<file path="config.mk">
export PLATFORM = sky130hd
export DESIGN_NAME = bhl_lane_unit
export DESIGN_NICKNAME = d
export VERILOG_FILES = /design/src/rtl/bhl_pkg.sv /design/src/rtl/bhl_lane_decode.sv /design/src/rtl/bhl_insert.sv /design/src/rtl/bhl_extract.sv /design/src/rtl/bhl_lane_unit.sv
export SDC_FILE = /design/constraint.sdc
export NUM_CORES = 1
export LEC_CHECK = 0
export BUFFER_PORTS_ARGS = -buffer_cell sky130_fd_sc_hd__buf_2
export CORE_ASPECT_RATIO = 2
export CORE_MARGIN = 8
export CORE_UTILIZATION = 47
export CTS_CLUSTER_SIZE = 28
export DETAILED_ROUTE_END_ITERATION = 8
export GPL_TIMING_DRIVEN = 0
export PLACE_DENSITY = 0.9
export SLEW_MARGIN = 20
export SYNTH_ARGS = -nofsm -noshare
export SYNTH_HDL_FRONTEND = slang
export SYNTH_HIERARCHICAL = 1
export SYNTH_SLANG_ARGS = --single-unit
</file>
<file path="constraint.sdc">
create_clock -name clk -period 2.4 [get_ports clk]
set_input_delay 0.12 -clock clk [delete_from_list [all_inputs] [get_ports clk]]
set_output_delay 0.12 -clock clk [all_outputs]
set_load 0.05 [all_outputs]
</file>
<file path="src/rtl/bhl_pkg.sv">
package bhl_pkg;

   typedef enum logic [1:0] {
      LN_EXT_HALF = 2'b00,
      LN_EXT_BYTE = 2'b01,
      LN_INS_HALF = 2'b10,
      LN_INS_BYTE = 2'b11
   } lane_op_e;

   function automatic logic op_is_insert(input lane_op_e op);
      return op[1];
   endfunction

   function automatic logic op_is_byte(input lane_op_e op);
      return op[0];
   endfunction

endpackage

</file>
<file path="src/rtl/bhl_lane_decode.sv">
module bhl_lane_decode
   import bhl_pkg::*;
#(
   parameter int FLD_W  = 4,
   parameter int BIDX_W = 2
) (
   input  lane_op_e            op,
   input  logic [BIDX_W-1:0]   adr_lo,
   input  logic [FLD_W-1:0]    dst_fld,
   input  logic [FLD_W-1:0]    src_fld,
   input  logic [FLD_W-1:0]    sel_fld,
   output logic [BIDX_W-1:0]   byte_idx,
   output logic [BIDX_W-2:0]   half_idx,
   output logic                is_ins,
   output logic                is_byte,
   output logic                src_zero,
   output logic                legal,
   output logic                wr_en,
   output logic                flag_en
);

   logic [BIDX_W-1:0] eff_adr;
   logic              dst_is_zero;
   logic              src_is_zero;

   always_comb begin
      eff_adr     = (sel_fld == '0) ? '0 : adr_lo;
      dst_is_zero = (dst_fld == '0);
      src_is_zero = (src_fld == '0);
      is_ins      = op_is_insert(op);
      is_byte     = op_is_byte(op);
      byte_idx    = eff_adr;
      half_idx    = eff_adr[BIDX_W-1:1];
      src_zero    = src_is_zero;
      legal       = is_ins ? !dst_is_zero : !src_is_zero;
      wr_en       = legal && (is_ins || !dst_is_zero);
      flag_en     = legal && !is_ins;
   end

endmodule

</file>
<file path="src/rtl/bhl_insert.sv">
module bhl_insert #(
   parameter int DATA_W = 32,
   parameter int BYTE_W = 8,
   localparam int LANES  = DATA_W / BYTE_W,
   localparam int BIDX_W = $clog2(LANES),
   localparam int HALF_W = 2 * BYTE_W
) (
   input  logic [DATA_W-1:0] dst_val,
   input  logic [HALF_W-1:0] src_lo,
   input  logic              src_zero,
   input  logic              is_byte,
   input  logic [BIDX_W-1:0] byte_idx,
   input  logic [BIDX_W-2:0] half_idx,
   output logic [DATA_W-1:0] result
);

   logic [HALF_W-1:0] ins_data;
   assign ins_data = src_zero ? '0 : src_lo;

   for (genvar b = 0; b < LANES; b++) begin : g_lane
      logic              hit;
      logic [BYTE_W-1:0] new_bits;
      always_comb begin
         hit      = is_byte ? (byte_idx == BIDX_W'(b))
                            : (half_idx == (BIDX_W-1)'(b / 2));
         new_bits = is_byte ? ins_data[BYTE_W-1:0]
                            : ins_data[(b % 2)*BYTE_W +: BYTE_W];
      end
      assign result[b*BYTE_W +: BYTE_W] = hit ? new_bits
                                              : dst_val[b*BYTE_W +: BYTE_W];
   end

endmodule

</file>
<file path="src/rtl/bhl_extract.sv">
module bhl_extract #(
   parameter int DATA_W = 32,
   parameter int BYTE_W = 8,
   localparam int LANES  = DATA_W / BYTE_W,
   localparam int HLANES = LANES / 2,
   localparam int BIDX_W = $clog2(LANES),
   localparam int HALF_W = 2 * BYTE_W
) (
   input  logic [DATA_W-1:0] src_val,
   input  logic              is_byte,
   input  logic [BIDX_W-1:0] byte_idx,
   input  logic [BIDX_W-2:0] half_idx,
   output logic [DATA_W-1:0] field,
   output logic              neg,
   output logic              zero
);

   logic [BYTE_W-1:0] blane [LANES];
   logic [HALF_W-1:0] hlane [HLANES];

   for (genvar b = 0; b < LANES; b++) begin : g_blane
      assign blane[b] = src_val[b*BYTE_W +: BYTE_W];
   end
   for (genvar h = 0; h < HLANES; h++) begin : g_hlane
      assign hlane[h] = src_val[h*HALF_W +: HALF_W];
   end

   logic [BYTE_W-1:0] bsel;
   logic [HALF_W-1:0] hsel;

   always_comb begin
      bsel = blane[byte_idx];
      hsel = hlane[half_idx];
      if (is_byte) begin
         field = DATA_W'(bsel);
         neg   = bsel[BYTE_W-1];
         zero  = (bsel == '0);
      end else begin
         field = DATA_W'(hsel);
         neg   = hsel[HALF_W-1];
         zero  = (hsel == '0);
      end
   end

endmodule

</file>
<file path="src/rtl/bhl_lane_unit.sv">
module bhl_lane_unit
   import bhl_pkg::*;
#(
   parameter int DATA_W = 32,
   parameter int BYTE_W = 8,
   parameter int FLD_W  = 4,
   localparam int LANES  = DATA_W / BYTE_W,
   localparam int BIDX_W = $clog2(LANES),
   localparam int HALF_W = 2 * BYTE_W
) (
   input  logic              clk,
   input  logic              rst_n,
   input  logic              in_valid,
   output logic              in_ready,
   input  logic [1:0]        in_op,
   input  logic [DATA_W-1:0] in_dst_val,
   input  logic [DATA_W-1:0] in_src_val,
   input  logic [DATA_W-1:0] in_adr_val,
   input  logic [FLD_W-1:0]  in_dst_fld,
   input  logic [FLD_W-1:0]  in_src_fld,
   input  logic [FLD_W-1:0]  in_sel_fld,
   output logic              out_valid,
   input  logic              out_ready,
   output logic [DATA_W-1:0] out_result,
   output logic              out_wr_en,
   output logic              out_flag_en,
   output logic              out_flag_n,
   output logic              out_flag_z,
   output logic              out_illegal
);

   if (DATA_W % BYTE_W != 0) begin : g_bad_width
      $error("DATA_W must be a whole number of bytes");
   end
   if (LANES < 4 || (LANES & (LANES - 1)) != 0) begin : g_bad_lanes
      $error("lane count must be a power of two of at least four");
   end
   if (FLD_W < 1) begin : g_bad_fld
      $error("FLD_W must be positive");
   end

   logic [BIDX_W-1:0] byte_idx;
   logic [BIDX_W-2:0] half_idx;
   logic              is_ins;
   logic              is_byte;
   logic              src_zero;
   logic              legal;
   logic              wr_en_c;
   logic              flag_en_c;
   logic [DATA_W-1:0] ins_res;
   logic [DATA_W-1:0] ext_res;
   logic              ext_neg;
   logic              ext_zero;

   bhl_lane_decode #(
      .FLD_W  (FLD_W),
      .BIDX_W (BIDX_W)
   ) u_decode (
      .op       (lane_op_e'(in_op)),
      .adr_lo   (in_adr_val[BIDX_W-1:0]),
      .dst_fld  (in_dst_fld),
      .src_fld  (in_src_fld),
      .sel_fld  (in_sel_fld),
      .byte_idx (byte_idx),
      .half_idx (half_idx),
      .is_ins   (is_ins),
      .is_byte  (is_byte),
      .src_zero (src_zero),
      .legal    (legal),
      .wr_en    (wr_en_c),
      .flag_en  (flag_en_c)
   );

   bhl_insert #(
      .DATA_W (DATA_W),
      .BYTE_W (BYTE_W)
   ) u_insert (
      .dst_val  (in_dst_val),
      .src_lo   (in_src_val[HALF_W-1:0]),
      .src_zero (src_zero),
      .is_byte  (is_byte),
      .byte_idx (byte_idx),
      .half_idx (half_idx),
      .result   (ins_res)
   );

   bhl_extract #(
      .DATA_W (DATA_W),
      .BYTE_W (BYTE_W)
   ) u_extract (
      .src_val  (in_src_val),
      .is_byte  (is_byte),
      .byte_idx (byte_idx),
      .half_idx (half_idx),
      .field    (ext_res),
      .neg      (ext_neg),
      .zero     (ext_zero)
   );

   logic [DATA_W-1:0] nxt_result;
   logic              nxt_n;
   logic              nxt_z;

   always_comb begin
      nxt_result = '0;
      nxt_n      = 1'b0;
      nxt_z      = 1'b0;
      if (legal) begin
         nxt_result = is_ins ? ins_res : ext_res;
         nxt_n      = flag_en_c && ext_neg;
         nxt_z      = flag_en_c && ext_zero;
      end
   end

   logic accept;
   assign in_ready = !out_valid || out_ready;
   assign accept   = in_valid && in_ready;

   always_ff @(posedge clk) begin
      if (!rst_n) begin
         out_valid   <= 1'b0;
         out_result  <= '0;
         out_wr_en   <= 1'b0;
         out_flag_en <= 1'b0;
         out_flag_n  <= 1'b0;
         out_flag_z  <= 1'b0;
         out_illegal <= 1'b0;
      end else if (accept) begin
         out_valid   <= 1'b1;
         out_result  <= nxt_result;
         out_wr_en   <= wr_en_c;
         out_flag_en <= flag_en_c;
         out_flag_n  <= nxt_n;
         out_flag_z  <= nxt_z;
         out_illegal <= !legal;
      end else if (out_ready) begin
         out_valid   <= 1'b0;
      end
   end

endmodule

</file>
# ---- After elaboration in Yosys (flattened, before gate mapping)
# Index checks and enable logic that the tools add are counted.
dict set report op_classes {
  magnitude_cmp 2
  n_eq_ne 3
  mux 27
  bitwise 3
  reduce_logical 19
}
# operator count
set op_table {}
lappend op_table {{16-bit two-way mux} 5}
lappend op_table {{32-bit two-way mux} 2}
lappend op_table {{8-bit two-way mux} 7}
lappend op_table {{8-bit binary-select mux with 2-bit select} 1}
lappend op_table {{16-bit zero test} 1}
lappend op_table {{4-bit zero test} 3}
lappend op_table {{1-bit two-way mux} 11}
lappend op_table {{8-bit zero test} 1}
lappend op_table {{1-bit logical AND} 5}
lappend op_table {{1-bit zero test} 5}
lappend op_table {{2-bit == test (second input constant)} 2}
lappend op_table {{3-bit greater-or-equal comparator (second input constant)} 1}
lappend op_table {{2-bit inverter with 3-bit output} 1}
lappend op_table {{2-bit by 1-bit == test with 1-bit output (second input constant)} 1}
lappend op_table {{2-bit greater-or-equal comparator (second input constant)} 1}
lappend op_table {{2-bit zero test} 1}
lappend op_table {{1-bit logical OR} 2}
lappend op_table {{2-bit two-way mux} 1}
lappend op_table {{1-bit inverter with 2-bit output} 1}
lappend op_table {{2-bit nonzero test} 1}
lappend op_table {{1-bit inverter} 1}
dict set report totals {
  register_bits 38
  word_cells 61
}

# ---- Depth between registers and ports, before layout
dict set report depth {
  word_depth 10
  ltp_mapped 10
  ltp_nobuf 8
}

# ---- Cells and area by module
# The synthesis kept the hierarchy.
# module n_inst cells_per_inst area_each_um2 seq_area_each_um2
set modules_own_cells {}
lappend modules_own_cells {bhl_lane_unit 1 135 1591.5 760.7}
lappend modules_own_cells {bhl_extract 1 87 725.7 0.0}
lappend modules_own_cells {bhl_insert 1 67 621.8 0.0}
lappend modules_own_cells {bhl_lane_decode 1 12 91.3 0.0}

# ---- Least setup slack after synthesis
# No wires, ideal clock.
dict set report synth_path {
  path_kind {in2reg}
  from {in in_sel_fld[1]}
  to {reg out_flag_z}
  arrival_time_ns 2.182
  required_time_ns 2.330
  path_slack_ns 0.148
  path_stages 10
  path_buffers 2
  path_cell_list {nor4_1 nor2b_1 buf_4 buf_2 mux4_2 nand2b_1 nor4_1 a21o_1 nand4_1 a21oi_1}
}
dict set report synth_between {
  elab_chain_len 10
}
# element line
set synth_lines {}
lappend synth_lines {{start: declaration} bhl_lane_unit.sv:21} ;# input logic [FLD_W-1:0] in_sel_fld,
lappend synth_lines {{4-bit zero test *} bhl_lane_decode.sv:27} ;# eff_adr = (sel_fld == '0) ? '0 : adr_lo;
lappend synth_lines {{2-bit two-way mux *} bhl_lane_decode.sv:27}
lappend synth_lines {{via half_idx} bhl_lane_unit.sv:43} ;# logic [BIDX_W-2:0] half_idx;
lappend synth_lines {{2-bit inverter with 3-bit output (not written as such) or 1-bit inverter with 2-bit output (tied branches)} {bhl_extract.sv:32, bhl_extract.sv:33}}
lappend synth_lines {{8-bit binary-select mux with 2-bit select or 16-bit two-way mux (tied branches)} {bhl_extract.sv:32, bhl_extract.sv:33}}
lappend synth_lines {{8-bit two-way mux (not written as such) or 16-bit two-way mux (tied branches) (2 in a row)} {bhl_extract.sv:32, bhl_extract.sv:33}}
lappend synth_lines {{8-bit zero test or 16-bit zero test (tied branches)} {bhl_extract.sv:37, bhl_extract.sv:41}}
lappend synth_lines {{1-bit two-way mux *} bhl_extract.sv:34} ;# if (is_byte) begin
lappend synth_lines {{via ext_zero} bhl_lane_unit.sv:53} ;# logic ext_zero;
lappend synth_lines {{1-bit logical AND *} bhl_lane_unit.sv:111} ;# nxt_z = flag_en_c && ext_zero;
lappend synth_lines {{1-bit two-way mux *} bhl_lane_unit.sv:108} ;# if (legal) begin
lappend synth_lines {{end signal: assignment} bhl_lane_unit.sv:134} ;# out_flag_z <= nxt_z;
lappend synth_lines {{end: declaration} bhl_lane_unit.sv:28} ;# output logic out_flag_z,
# The timed path passes the listed nets; every way through them passes the cells marked *. The select of a mux whose other input is x is not followed.
# A chain may end at the register's enable or synchronous reset.

# ---- Worst setup path after layout
# Ends and elaborated chain as after synthesis.

==> flow_summary_export.csv <==
group,metric,value,unit
synth,syn_inst,301,
global_route,grt-ovfl-total,0,
timing,finalClockSkew,6.538,ps
cts,cts_buffers,5,
power_and_ir_drop,irDropWorstVdd,472.8,µV
synth,synth_compound_area_frac,0.1676,
floorplan,fp-row-count,41,
flow_run,cap_violations,0,
worst_setup_path,crit_start,"in_sel_fld[1]",
synth,synth_top_family_by_area,"multiplexers",
synth,ys_seq_area_frac,0.2510,
placed_design,port_buffers,120,
cells_and_area,final_common_cell,"buf_2",
timing,tightest_slew,713.5,ps
power_and_ir_drop,p_per_area,533.9,nW/µm²
timing,drv_slew,0,
cts,htreeDepth,2,
detailed_routing,viasPerCell,5.503,
detailed_routing,drt_iter0_markers,107,
worst_setup_path,r2r_end,"out_result[5]",
synth,synth-seq-cells,38,
global_route,grt_usage,0.2333,
worst_setup_path,regToRegSetupSlack,1120,ps
synth,synth_cell_types,39,
cells_and_area,layout.cells.non_filler,531,
timing,finalCriticalPeriod,2331,ps
synth,synth_top_area_share,0.2510,
timing,maxSlewHeadroom,0.5207,
cells_and_area,area_growth,31.13,%
placed_design,gp_congestion,0.9079,
timing,fmax,428.9,MHz
power_and_ir_drop,p_sw_frac,0.3450,
cells_and_area,diodes,0,
worst_setup_path,crit_chain,"buf_2 -> nor4_4 -> nor2b_2 -> buf_4 -> buf_2 -> mux4_2 -> nand2b_1 -> nor4_2 -> a21o_1 -> nand4_1 -> a21oi_1",
synth,yosys.area.top_type,"dfxtp_1",
worst_setup_path,cp-start-kind,"input pin",
run_status,outcome,"complete, no violations",
worst_hold_path,hp-class,"input pin to flip-flop",
worst_setup_path,crit_slowest_cell,"mux4_2",
cts,cts_hold_buf,0,
worst_setup_path,slowest_delay,450,ps
power_and_ir_drop,power.internal,1.390,mW
worst_setup_path,critPathCaptureType,"flip-flop",
worst_setup_path,crit_end,"out_flag_z",
cts,cts_sinks,38,
power_and_ir_drop,p_leak,1.892,nW
synth,synth-simple-area-share,0.1168,
detailed_routing,num_vias,2922,
floorplan,die_x,72.78,µm
placed_design,dpl.cell_count,522,
detailed_routing,wirelength,10.85,mm
floorplan,ios,153,
worst_setup_path,critical_path_required,2610,ps
power_and_ir_drop,seqPwrFrac,0.331,
cells_and_area,final_cell_mix,"131 x buf_2, 55 x mux2i_1, 38 x dfxtp_1, 33 x mux2_2, 30 x o2bb2ai_1",
global_route,grt_max_degree,13,
power_and_ir_drop,p_sw,732.0,µW
floorplan,start_util,0.4842,
worst_setup_path,crit_fanout,8,
floorplan,die_h,129.6,µm
timing,setup_viol,0,
detailed_routing,ant_nets,0,
cells_and_area,drive_gt1_frac,0.4921,
timing,min_period_over_period,0.9714,
cells_and_area,nFillCells,559,
synth,syn_avg_cell_area,10.07,µm²
cts,clock_path_buffers,2,
worst_setup_path,r2r_start,"out_valid",
floorplan,core-area,6259,µm²
worst_setup_path,critical_path_class,"input pin to flip-flop",
cells_and_area,fin_nets,558,
placed_design,hpwl,8.957,mm
detailed_routing,drc,0,
timing,finalWorstSetupSlack,68.56,ps
detailed_routing,dr.pass1.iters,4,
cells_and_area,utilization,0.6349,
worst_setup_path,crit_path_frequent_cell,"buf_2",
synth,ys.flop_type,"dfxtp_1",
synth,synthMuxAreaShare,0.3675,
power_and_ir_drop,clkPwrFrac,0.310,
worst_setup_path,crit_arrival,2540,ps
floorplan,dieArea,9429,µm²
global_route,antenna_found_initial,0,
synth,synth_edf_count,0,
worst_setup_path,reg2reg_depth,5,
cts,clk_pin_slew,50,ps
global_route,grt_pass1_wl,16.77,mm
synth,yosys-top-cells-area,"dfxtp_1 25%, mux2i_1 18%, mux2_2 12%, o2bb2ai_1 8.7%, mux4_2 5.9%",
power_and_ir_drop,comb_power_share,0.359,
cts,root_buffer,"clkbuf_16",
global_route,first_global_vias,3237,
detailed_routing,wl_per_cell,20.42,µm
synth,ys_warn_count,6,
cts,cts_tree,"built",
synth,netlist_area,3030,µm²
timing,timing_hold_violations_final,0,
synth,synth_fa_ha_area_frac,0,
timing,rsz0062_at_grt,"no",
cts,insertion_delay,280,ps
synth,yosys.area_share.xor_xnor,0,
synth,ys_async_sr_fraction,0,
placed_design,post-place-ws,-580.6,ps
worst min-delay path by stage:
stage,to,cells past startpoint,slack (ps),startpoint
finish,out_illegal,2,200,in_valid
detailed placement,out_result[0],1,440,out_result[0]
global placement,out_result[24],1,440,out_result[24]
floorplan,out_flag_en,3,300,in_op[1]
global route,out_illegal,2,220,in_valid
CTS,out_illegal,2,190,in_valid
per-layer routing:
| layer | vias to the layer above | GRT usage | share of wire |
|---|---|---|---|
| li1 | 1382 | - | - |
| met1 | 1386 | 0.2112 | 0.33 |
| met2 | 122 | 0.4496 | 0.57 |
| met3 | 32 | 0.04025 | 0.052 |
| met4 | 0 | 0.1496 | 0.050 |
| met5 | - | 0 | 0 |
state kept, by name, indices dropped and copies added, names as in the netlist:
name         cells
out_flag_en      1
out_flag_n       1
out_flag_z       1
out_illegal      1
out_result      32
out_valid        1
out_wr_en        1
repair_timing:
action,4_1_cts,5_1_grt
gates resized for setup,3,1
endpoints found under the setup margin,1,1
setup buffers,1,0
cells by family (layout without fill, tap and decap cells):
family                 count (synthesis)  count (layout)
other                                  1              16
and+or+nand+nor                       60              60
muxes                                 97              97
buffers and inverters                 44             173
AOI/OAI and AO/OA                     61              61
DFF                                   38              38
power groups by stage:
stage | combinational [mW] | clock, mW | sequential (mW)
2_1_floorplan | 0.361 | 0 | 0.874
3_3_place_gp | 0.740 | 0 | 0.713
3_5_place_dp | 0.749 | 0 | 0.714
4_1_cts | 0.756 | 0.672 | 0.702
5_1_grt | 0.808 | 0.698 | 0.708
6_report | 0.761 | 0.659 | 0.702
cells in the mapped netlist (2+ instances only):
master     count
o22a_1         2
nand2b_1       3
nor2b_1       11
clkbuf_1       4
buf_4         19
buf_2         11
nor2_1        16
dfxtp_1       38
mux4_2         8
nand4_1        2
buf_6          5
o21ai_0       11
mux2_2        33
o2bb2ai_1     30
a21oi_1        7
o21ai_4        2
o2bb2ai_2      2
nand3_1        4
inv_1          4
nor4_1         9
nand2_1        7
o21a_1         2
mux2i_1       55
worst max-delay path: cells and delay by family:
family	cells	cell delay, ps
compound gates	2	350
mux	1	450
buf+inv	3	480
simple gates	5	1130
stage by stage:
stage	power (mW)	hold slack [ps]	setup TNS, ps	instance area (µm²)
floorplan	1.235	305.0	0	3087
global placement	1.454	442.9	-797.6	3795
detailed placement	1.463	441.8	-1177	3795
CTS	2.129	194.3	0	3965
global route	2.214	223.8	0	3974
finish	2.122	197.2	0	3974
final cells by class:
class / instances / area [µm²] / area share
multi-input cells: 234 / 2059 / 0.5183
flip-flops and latches: 38 / 760.7 / 0.1914
clock buffers: 7 / 142.6 / 0.03589
inverters: 5 / 21.27 / 0.005353
clock inverters: 1 / 5.005 / 0.001259
plain buffers: 39 / 269.0 / 0.06770
well taps: 86 / 107.6 / 0.02708
repair buffers: 121 / 608.1 / 0.1530
(Power assumes the default switching activity.)
